File: src/rtl/irqtrk_pkg.sv
package irqtrk_pkg;
  // width of the sub-class field below the priority class
  localparam int unsigned SUB_W = 4;

  typedef enum logic {
    TRIG_EDGE  = 1'b0,
    TRIG_LEVEL = 1'b1
  } trig_e;
endpackage

File: src/rtl/irqtrk_find_top.sv
module irqtrk_find_top #(
  parameter int unsigned WORDS  = 8,
  parameter int unsigned WORD_W = 32,
  localparam int unsigned BIT_W = $clog2(WORD_W),
  localparam int unsigned WSEL_W = $clog2(WORDS),
  localparam int unsigned IDX_W = WSEL_W + BIT_W
) (
  input  logic [WORDS-1:0][WORD_W-1:0] bits,
  output logic                         found,
  output logic [IDX_W-1:0]             idx
);
  logic [WORDS-1:0]             word_any;
  logic [WORDS-1:0][BIT_W-1:0]  word_pos;
  logic [WSEL_W-1:0]            wsel;

  // per-word priority encoders
  for (genvar w = 0; w < WORDS; w++) begin : g_word
    always_comb begin
      word_pos[w] = '0;
      for (int b = 0; b < WORD_W; b++) begin
        if (bits[w][b]) word_pos[w] = BIT_W'(b);
      end
    end
    assign word_any[w] = |bits[w];
  end

  // pick the highest non-empty word
  always_comb begin
    wsel = '0;
    for (int w = 0; w < WORDS; w++) begin
      if (word_any[w]) wsel = WSEL_W'(w);
    end
  end

  assign found = |word_any;
  assign idx   = found ? {wsel, word_pos[wsel]} : '0;
endmodule

File: src/rtl/irqtrk_bitmap.sv
module irqtrk_bitmap #(
  parameter int unsigned WORDS  = 8,
  parameter int unsigned WORD_W = 32,
  localparam int unsigned BIT_W = $clog2(WORD_W),
  localparam int unsigned IDX_W = $clog2(WORDS) + BIT_W
) (
  input  logic                         clk,
  input  logic                         rst_n,
  input  logic                         clr_en,
  input  logic [IDX_W-1:0]             clr_idx,
  input  logic                         wr_en,
  input  logic [IDX_W-1:0]             wr_idx,
  input  logic                         wr_val,
  output logic [WORDS-1:0][WORD_W-1:0] cur,
  output logic [WORDS-1:0][WORD_W-1:0] nxt
);
  // next state: clear first, then the write wins on the same bit
  always_comb begin
    nxt = cur;
    if (clr_en) nxt[clr_idx[IDX_W-1:BIT_W]][clr_idx[BIT_W-1:0]] = 1'b0;
    if (wr_en)  nxt[wr_idx[IDX_W-1:BIT_W]][wr_idx[BIT_W-1:0]]   = wr_val;
  end

  always_ff @(posedge clk or negedge rst_n) begin
    if (!rst_n)               cur <= '0;
    else if (clr_en || wr_en) cur <= nxt;
  end
endmodule

File: src/rtl/irqtrk_prio.sv
module irqtrk_prio
  import irqtrk_pkg::*;
#(
  parameter int unsigned VEC_W = 8
) (
  input  logic [VEC_W-1:0] tpr,
  input  logic             isr_found,
  input  logic [VEC_W-1:0] isr_top,
  output logic [VEC_W-1:0] ppr
);
  logic [VEC_W-1:0] isr_val;

  always_comb begin
    isr_val = isr_found ? isr_top : '0;
    if (tpr[VEC_W-1:SUB_W] >= isr_val[VEC_W-1:SUB_W]) ppr = tpr;
    else ppr = {isr_val[VEC_W-1:SUB_W], {SUB_W{1'b0}}};
  end
endmodule

File: src/rtl/irqtrk_core.sv
module irqtrk_core
  import irqtrk_pkg::*;
#(
  parameter int unsigned NUM_VEC = 256,
  parameter int unsigned WORD_W  = 32,
  parameter int unsigned MIN_VEC = 16
) (
  input  logic       clk,
  input  logic       rst_n,
  input  logic       hw_en,
  input  logic       sw_en,
  input  logic       eoi_direct_en,
  input  logic       acc_valid,
  input  logic [7:0] acc_vector,
  input  logic       acc_level,
  input  logic       ack,
  input  logic       eoi,
  input  logic       tpr_wr,
  input  logic [7:0] tpr_wdata,
  output logic       intr_present,
  output logic [7:0] intr_vector,
  output logic [7:0] ppr,
  output logic       eoi_bcast_valid,
  output logic [7:0] eoi_bcast_vector,
  output logic       eoi_bcast_level,
  output logic       acc_coalesced
);
  localparam int unsigned VEC_W = $clog2(NUM_VEC);
  localparam int unsigned WORDS = NUM_VEC / WORD_W;
  localparam int unsigned BIT_W = $clog2(WORD_W);

  typedef logic [WORDS-1:0][WORD_W-1:0] map_t;

  map_t irr_q, irr_d, isr_q, isr_d, tmr_q, tmr_d;

  logic             en, acc_ok, ack_ok, eoi_ok, coal_hit, eoi_lvl;
  logic             irr_found_d, isr_found_d, present_d;
  logic [VEC_W-1:0] irr_top_d, isr_top_d, ppr_d, tpr_d, acc_v;

  // registered state
  logic             present_q, isr_found_q, coal_q, eoi_v_q, eoi_lvl_q;
  logic [VEC_W-1:0] vec_q, isr_top_q, ppr_q, tpr_q, eoi_vec_q;

  // ---------------- strobes qualified ----------------
  assign acc_v  = acc_vector[VEC_W-1:0];
  assign en     = hw_en & sw_en;
  assign acc_ok = acc_valid & en & (acc_vector >= 8'(MIN_VEC));
  assign ack_ok = ack & present_q;
  assign eoi_ok = eoi & isr_found_q;

  // ---------------- bitmaps ----------------
  irqtrk_bitmap #(.WORDS(WORDS), .WORD_W(WORD_W)) u_irr (
    .clk, .rst_n,
    .clr_en (ack_ok), .clr_idx(vec_q),
    .wr_en  (acc_ok), .wr_idx (acc_v), .wr_val(1'b1),
    .cur    (irr_q),  .nxt    (irr_d)
  );

  irqtrk_bitmap #(.WORDS(WORDS), .WORD_W(WORD_W)) u_isr (
    .clk, .rst_n,
    .clr_en (eoi_ok), .clr_idx(isr_top_q),
    .wr_en  (ack_ok), .wr_idx (vec_q), .wr_val(1'b1),
    .cur    (isr_q),  .nxt    (isr_d)
  );

  irqtrk_bitmap #(.WORDS(WORDS), .WORD_W(WORD_W)) u_tmr (
    .clk, .rst_n,
    .clr_en (eoi_ok), .clr_idx(isr_top_q),
    .wr_en  (acc_ok), .wr_idx (acc_v), .wr_val(acc_level),
    .cur    (tmr_q),  .nxt    (tmr_d)
  );

  assign coal_hit = irr_q[acc_v[VEC_W-1:BIT_W]][acc_v[BIT_W-1:0]];
  assign eoi_lvl  = tmr_q[isr_top_q[VEC_W-1:BIT_W]][isr_top_q[BIT_W-1:0]];

  // ---------------- searches on next state ----------------
  irqtrk_find_top #(.WORDS(WORDS), .WORD_W(WORD_W)) u_irr_top (
    .bits(irr_d), .found(irr_found_d), .idx(irr_top_d)
  );

  irqtrk_find_top #(.WORDS(WORDS), .WORD_W(WORD_W)) u_isr_top (
    .bits(isr_d), .found(isr_found_d), .idx(isr_top_d)
  );

  assign tpr_d = tpr_wr ? tpr_wdata[VEC_W-1:0] : tpr_q;

  irqtrk_prio #(.VEC_W(VEC_W)) u_prio (
    .tpr(tpr_d), .isr_found(isr_found_d), .isr_top(isr_top_d), .ppr(ppr_d)
  );

  assign present_d = en & irr_found_d &
                     ({irr_top_d[VEC_W-1:SUB_W], {SUB_W{1'b0}}} > ppr_d);

  // ---------------- registers ----------------
  always_ff @(posedge clk or negedge rst_n) begin
    if (!rst_n) begin
      present_q   <= 1'b0;
      vec_q       <= '0;
      isr_found_q <= 1'b0;
      isr_top_q   <= '0;
      ppr_q       <= '0;
      coal_q      <= 1'b0;
      eoi_v_q     <= 1'b0;
    end else begin
      present_q   <= present_d;
      vec_q       <= irr_top_d;
      isr_found_q <= isr_found_d;
      isr_top_q   <= isr_top_d;
      ppr_q       <= ppr_d;
      coal_q      <= acc_ok & coal_hit;
      eoi_v_q     <= eoi_ok & ~eoi_direct_en;
    end
  end

  always_ff @(posedge clk or negedge rst_n) begin
    if (!rst_n)      tpr_q <= '0;
    else if (tpr_wr) tpr_q <= tpr_d;
  end

  always_ff @(posedge clk or negedge rst_n) begin
    if (!rst_n) begin
      eoi_vec_q <= '0;
      eoi_lvl_q <= 1'b0;
    end else if (eoi_ok) begin
      eoi_vec_q <= isr_top_q;
      eoi_lvl_q <= eoi_lvl;
    end
  end

  // ---------------- outputs ----------------
  assign intr_present     = present_q;
  assign intr_vector      = 8'(vec_q);
  assign ppr              = 8'(ppr_q);
  assign acc_coalesced    = coal_q;
  assign eoi_bcast_valid  = eoi_v_q;
  assign eoi_bcast_vector = 8'(eoi_vec_q);
  assign eoi_bcast_level  = eoi_lvl_q;
endmodule

File: config.mk
export PLATFORM = sky130hd
export DESIGN_NAME = irqtrk_core
export DESIGN_NICKNAME = d
export VERILOG_FILES = /design/src/rtl/irqtrk_pkg.sv /design/src/rtl/irqtrk_find_top.sv /design/src/rtl/irqtrk_bitmap.sv /design/src/rtl/irqtrk_prio.sv /design/src/rtl/irqtrk_core.sv
export SDC_FILE = /design/constraint.sdc
export NUM_CORES = 2
export LEC_CHECK = 0
export CAP_MARGIN = 0
export CORE_AREA = 5 5 431 433
export CTS_CLUSTER_SIZE = 16
export DETAILED_ROUTE_END_ITERATION = 16
export DIE_AREA = 0 0 436 438
export DONT_BUFFER_PORTS = 1
export PLACE_DENSITY = 0.51
export SETUP_SLACK_MARGIN = 0.3
export SLEW_MARGIN = 20
export SYNTH_ARGS = -nofsm -noshare
export SYNTH_HDL_FRONTEND = slang
export SYNTH_HIERARCHICAL = 1
export SYNTH_SLANG_ARGS = --single-unit
File: constraint.sdc
create_clock -name clk -period 6.6 [get_ports clk]
set_input_delay 1.32 -clock clk [delete_from_list [all_inputs] [get_ports clk]]
set_output_delay 1.32 -clock clk [all_outputs]
set_load 0.05 [all_outputs]
Word level (Yosys, flattened, before mapping)
Cells that the tools add are included.

word-level totals
  register bits = 813
  bits of input ports = 26

operators by class
  order comparisons = 17
  multiplexer cells = 546
  bitwise gates (word level) = 17
  reduce and logical (&&, ||, !) cells = 25

operator list
  cell                                                        number
  2-to-1 mux 256 bit                                          6
  2-to-1 mux 5 bit                                            258
  AND 256 bit                                                 3
  2-to-1 mux 4 bit                                            128
  NOT 256 bit                                                 2
  OR 256 bit                                                  2
  OR reduction 256 bit                                        2
  OR reduction 32 bit                                         14
  demux 32 bit (select 3 bit)                                 3
  bitwise mux 256 bit                                         1
  2-to-1 mux 3 bit                                            72
  binary-select mux 32 bit (select 3 bit)                     2
  2-to-1 mux 32 bit                                           5
  2-to-1 mux 2 bit                                            36
  2-to-1 mux 8 bit                                            5
  binary-select mux 5 bit (select 3 bit)                      2
  2-to-1 mux 1 bit                                            23
  less-than comparator 3 x 4 -> 1 bit, second input constant  5
  less-than comparator 5 x 6 -> 1 bit, second input constant  3
  demux 1 bit (select 5 bit)                                  3
  >= comparator 5 x 1 -> 1 bit, second input constant         3
  binary-select mux 1 bit (select 5 bit)                      2
  AND 1 bit                                                   9
  >= comparator 3 x 1 -> 1 bit, second input constant         3
  6 further kinds                                             13

Logic depth before layout (Yosys ltp)
  depth in word-level cells = 50
  gate-level depth with buffers = 28
  depth with buffers taken out = 25

Modules after synthesis
Netlist, hierarchy kept.

by module, submodules not included
  module                      instances  cells an instance  area an instance (um^2)  seq. area each (um^2)
  irqtrk_bitmap at u_irr ...  2          1546               16916.2                  6406.1
  irqtrk_bitmap at u_tmr      1          1546               16915.0                  6406.1
  irqtrk_find_top             2          526                3036.7                   0.0
  irqtrk_core                 1          444                5909.4                   1126.1
  irqtrk_prio                 1          25                 211.5                    0.0

Least setup slack after synthesis
No wires, ideal clock.

  path kind = input to register
  start = input eoi
  end = register present_q, in the netlist intr_present
  arrival time = 7.015 ns
  required time = 6.473 ns
  path slack = -0.542 ns
  cell stages on the path = 27
  cell sequence = nand2_1 inv_1 nand4bb_1 clkbuf_1 clkbuf_1 o31a_1 mux2_2 or4_1 nor4_1 inv_1 o311ai_1 a211o_1 buf_6 mux2i_1 o22ai_1 or4_1 and2_1 ha_1 nand2b_4 a2111oi_4 a21oi_2 mux2i_1 inv_1 ha_1 a21o_1 a221oi_1 nor2_1

RTL lines
  element               RTL line            RTL
  from (decl)           irqtrk_core.sv:17   input logic eoi,
  to (signal assigned)  irqtrk_core.sv:105  present_q <= present_d;
  to (decl)             irqtrk_core.sv:41   logic present_q, isr_found_q, coal_q, eoi_v_q, eoi_lvl_q;

==> Flow_metrics.wiki <==
{| class="wikitable"
! Metric !! Value
|-
| Internal power component || around 12,000 uW
|-
| Total power per unit cell area || ~280 mW/mm2
|-
| Worst reg2reg path endpoint || intr_present$_DFF_PN0_
|-
| Data arrival time at the worst-slack endpoint || 6.90 ns
|-
| Clock Skews || roughly 0.066 ns
|-
| Depth of the worst register-to-register path || 24
|-
| Final number of hold-violating endpoints || 0
|-
| Worst Tran Pin Value || 1.45 ns
|-
| Launching point of the worst reg2reg path || isr_top_q[3]$_DFF_PN0_
|-
| Type of the worst setup path || flop to flop
|-
| Worst IR drop on VDD || 0.000409 V
|-
| Cell type of the slowest stage on the worst timing path || or4_4
|-
| Finish-stage setup viols || 0
|-
| Required time of the critical path || roughly 7.2 ns
|-
| Crit-path leading delay family || simple AND/OR/NAND/NOR gates
|-
| CTS tree || yes
|-
| Max Slew Vio Count || 0
|-
| Signed area change from the synthesized netlist to the final layout || 24.1%
|-
| Register-to-Register Setup Slack || about 0.29 ns
|-
| CP cell instances || or3b_4 > buf_12 > o31a_1 > mux2_2 > or4_4 > nor4_4 > buf_4 > inv_1 > o311ai_4 > a211o_4 > mux2i_1 > nor2_1 > or4_4 > and2_4 > ha_4 > nand2b_4 > a2111oi_4 > a21oi_4 > mux2i_2 > inv_1 > ha_4 > a21o_1 > a221oi_2 > nor2_1
|-
| Die Area || around 0.19 mm2
|-
| Delay of the slowest critical-path stage || ~0.57 ns
|-
| Detailed-route wire length per cell || 24.8 um
|-
| Power share of the sequential group || a little over a quarter
|-
| Switching share of total power || 41.3%
|-
| Number of buffers inserted during clock tree synthesis || 105
|-
| Final standard cell count with taps included and fillers excluded || 8,958
|-
| Outcome || finished, final reports clean
|-
| Area of the core || approximately 0.18 mm2
|-
| Placed Instances || 8,727
|-
| Maximum number of pins on one net before global-route repair || a little over 800
|-
| Number of hold buffers added after cts || 0
|-
| Vias in the first global route || between 50,000 and 60,000
|-
| Headroom to the max-slew limit || 3.54%
|-
| Synth Cell Area || 0.0600 mm2
|-
| Net Switching || 8720 uW
|-
| Clock share of power || slightly below 30%
|-
| DRC viols || 0
|-
| Clock net sink count || 813
|-
| Final period util || 95.7%
|-
| HPWL after detailed placement || 134,000 um
|-
| Critical path fanouts, max || 7
|-
| GP Congestion || 0.896
|-
| Crit path time final || 6.31 ns
|-
| Unrepaired setup endpoints after global routing || true
|-
| Sort of element at the start of the critical path || flop
|-
| Count of TritonRoute iterations in the first routing pass || 6
|-
| Final Hold Slack || 0.484 ns
|-
| Via density per instance || approximately 6
|-
| Proportion of layout cells with a drive suffix above 1 || about 45%
|-
| Vertical extent of the die || 438 um
|-
| DRT iter0 DRCs || 3,936
|-
| Overall overflow remaining after global route || 0
|-
| Type of the tightest min-delay check || primary input to async pin
|-
| Insertion delay of the later-clocked pin in the worst-skew pair || 0.77 ns
|-
| Layout net count || ~6,500
|-
| Syn. warnings || 6
|-
| Post-Route Utilization || 40.9%
|-
| H-Tree Level Count || 3
|-
| Final worst-path setup slack || between 0.2 and 0.3 ns
|-
| Type of destination of the critical path || flop
|-
| Wire length of the first global-routing pass || 337,000 um
|-
| Die X-Extent || between 400 and 500 um
|-
| Buffer cell driving the clock tree root || clkbuf_16
|-
| Final Instance Area || 0.0744 mm2
|-
| Cell count after synthesis || 5,877
|-
| Initial Util || 33.0%
|-
| Site row count || between 150 and 200
|-
| Reported max-cap violation count || 0
|-
| Leakage Power || 0.0328 uW
|-
| Antenna Violating Nets Remaining || 0
|-
| DRT Wirelength || 223,000 um
|-
| Overall track demand over capacity in global routing || 22.3%
|-
| Peak Freq || 158 MHz
|-
| Number of buffers inserted by port buffering || 0
|-
| Critical path buffer and inverter count || 4
|-
| IO Pins || 54
|-
| Clock-pin slew on the worst setup and hold paths || 0.06 ns
|-
| Number of vias after detailed routing || 53,216
|-
| Post-synthesis area per instance || ~10 um2
|-
| Logic pwr share || 44.1%
|-
| Antenna violations before repair || 5
|-
| Worst slack after detailed placement || -0.657 ns
|-
| Worst-case clock buffer depth || 3
|-
| Cell Area, Placed || approximately 0.070 mm2
|}
==> worst max path at each step <==
stage,endpoint,cells after the start,from
6_report,intr_present$_DFF_PN0_,24,isr_top_q[3]$_DFF_PN0_
5_1_grt,intr_present$_DFF_PN0_,24,isr_top_q[3]$_DFF_PN0_
4_1_cts,intr_present$_DFF_PN0_,23,isr_top_q[3]$_DFF_PN0_
3_5_place_dp,intr_present$_DFF_PN0_,27,eoi
3_3_place_gp,intr_present$_DFF_PN0_,27,eoi
2_1_floorplan,intr_present$_DFF_PN0_,27,eoi
==> flip-flops by register name, indices dropped and copies added (netlist names) <==
signal            cells
u_irr/cur           256
u_isr/cur           256
u_tmr/cur           256
eoi_bcast_vector      8
intr_vector           8
isr_top_q             8
ppr                   8
tpr_q                 8
acc_coalesced         1
eoi_bcast_level       1
eoi_bcast_valid       1
intr_present          1
isr_found_q           1
==> timing repair <==
action / 4_1_cts / 5_1_grt
hold endpoints to repair: 0 / 0
endpoints found under the setup margin: 1 / 1
buffers inserted: 13 / 12
gates cloned: 1 / 2
pin swaps: 7 / 9
resized for setup: 29 / 18
==> worst register-to-register path, stage by stage, from the launching register on <==
cell	delay [ns]
dfrtp_2	0.48
or3b_4	0.48
buf_12	0.17
o31a_1	0.28
mux2_2	0.28
or4_4	0.57
nor4_4	0.25
buf_4	0.17
inv_1	0.06
o311ai_4	0.29
a211o_4	0.23
mux2i_1	0.19
nor2_1	0.06
or4_4	0.52
and2_4	0.19
ha_4	0.21
nand2b_4	0.14
a2111oi_4	0.39
a21oi_4	0.10
mux2i_2	0.23
inv_1	0.11
ha_4	0.22
a21o_1	0.18
a221oi_2	0.26
nor2_1	0.06
==> layout make-up <==
cell class | instances | area [um2]
clock buffers | 161 | 3180
fillers | 17535 | 107000
diodes | 3 | 7.51
repair buffers | 1203 | 9920
clock inverters | 33 | 537
flip-flops and latches | 813 | 20400
multi-input cells | 4258 | 37000
well taps | 2385 | 2980
inverters | 102 | 390
==> through the flow <==
| stage | power, uW | TNS, ns |
|---|---|---|
| 6_report | 21100 | 0 |
| 5_1_grt | 22000 | 0 |
| 4_1_cts | 20700 | 0 |
| 3_5_place_dp | 14200 | -0.916 |
| 3_3_place_gp | 14200 | -0.626 |
| 2_1_floorplan | 10100 | 0 |
==> cells in the final DEF (no fill, tap or decap), types with 100 or more instances in the layout <==
cell / instances
buf_4: 1136
a21oi_1: 100
nand3_1: 798
nor4_1: 118
o31a_1: 774
nor2_1: 205
inv_1: 101
mux4_2: 122
clkbuf_16: 108
mux2_2: 1303
dfrtp_1: 803
==> per-layer routing <==
| layer | GRT usage (%) | vias up | share of wire, % |
|---|---|---|---|
| met3 | 2.74 | 391 | 5.2 |
| li1 | - | 23993 | - |
| met1 | 29.8 | 27200 | 43 |
| met5 | 0 | - | 0.0058 |
| met4 | 7.12 | 2 | 3.3 |
| met2 | 37.8 | 1630 | 48 |
==> power by group through the flow <==
stage | registers, uW | clock network (uW) | logic, uW
final | 5600 | 6200 | 9310
after global routing | 5620 | 6550 | 9830
after CTS | 5610 | 6360 | 8740
after detailed placement | 5690 | 0 | 8550
after global placement | 5680 | 0 | 8550
after floorplan | 5710 | 0 | 4400
No activity file was read; power rests on OpenSTA's default activity.
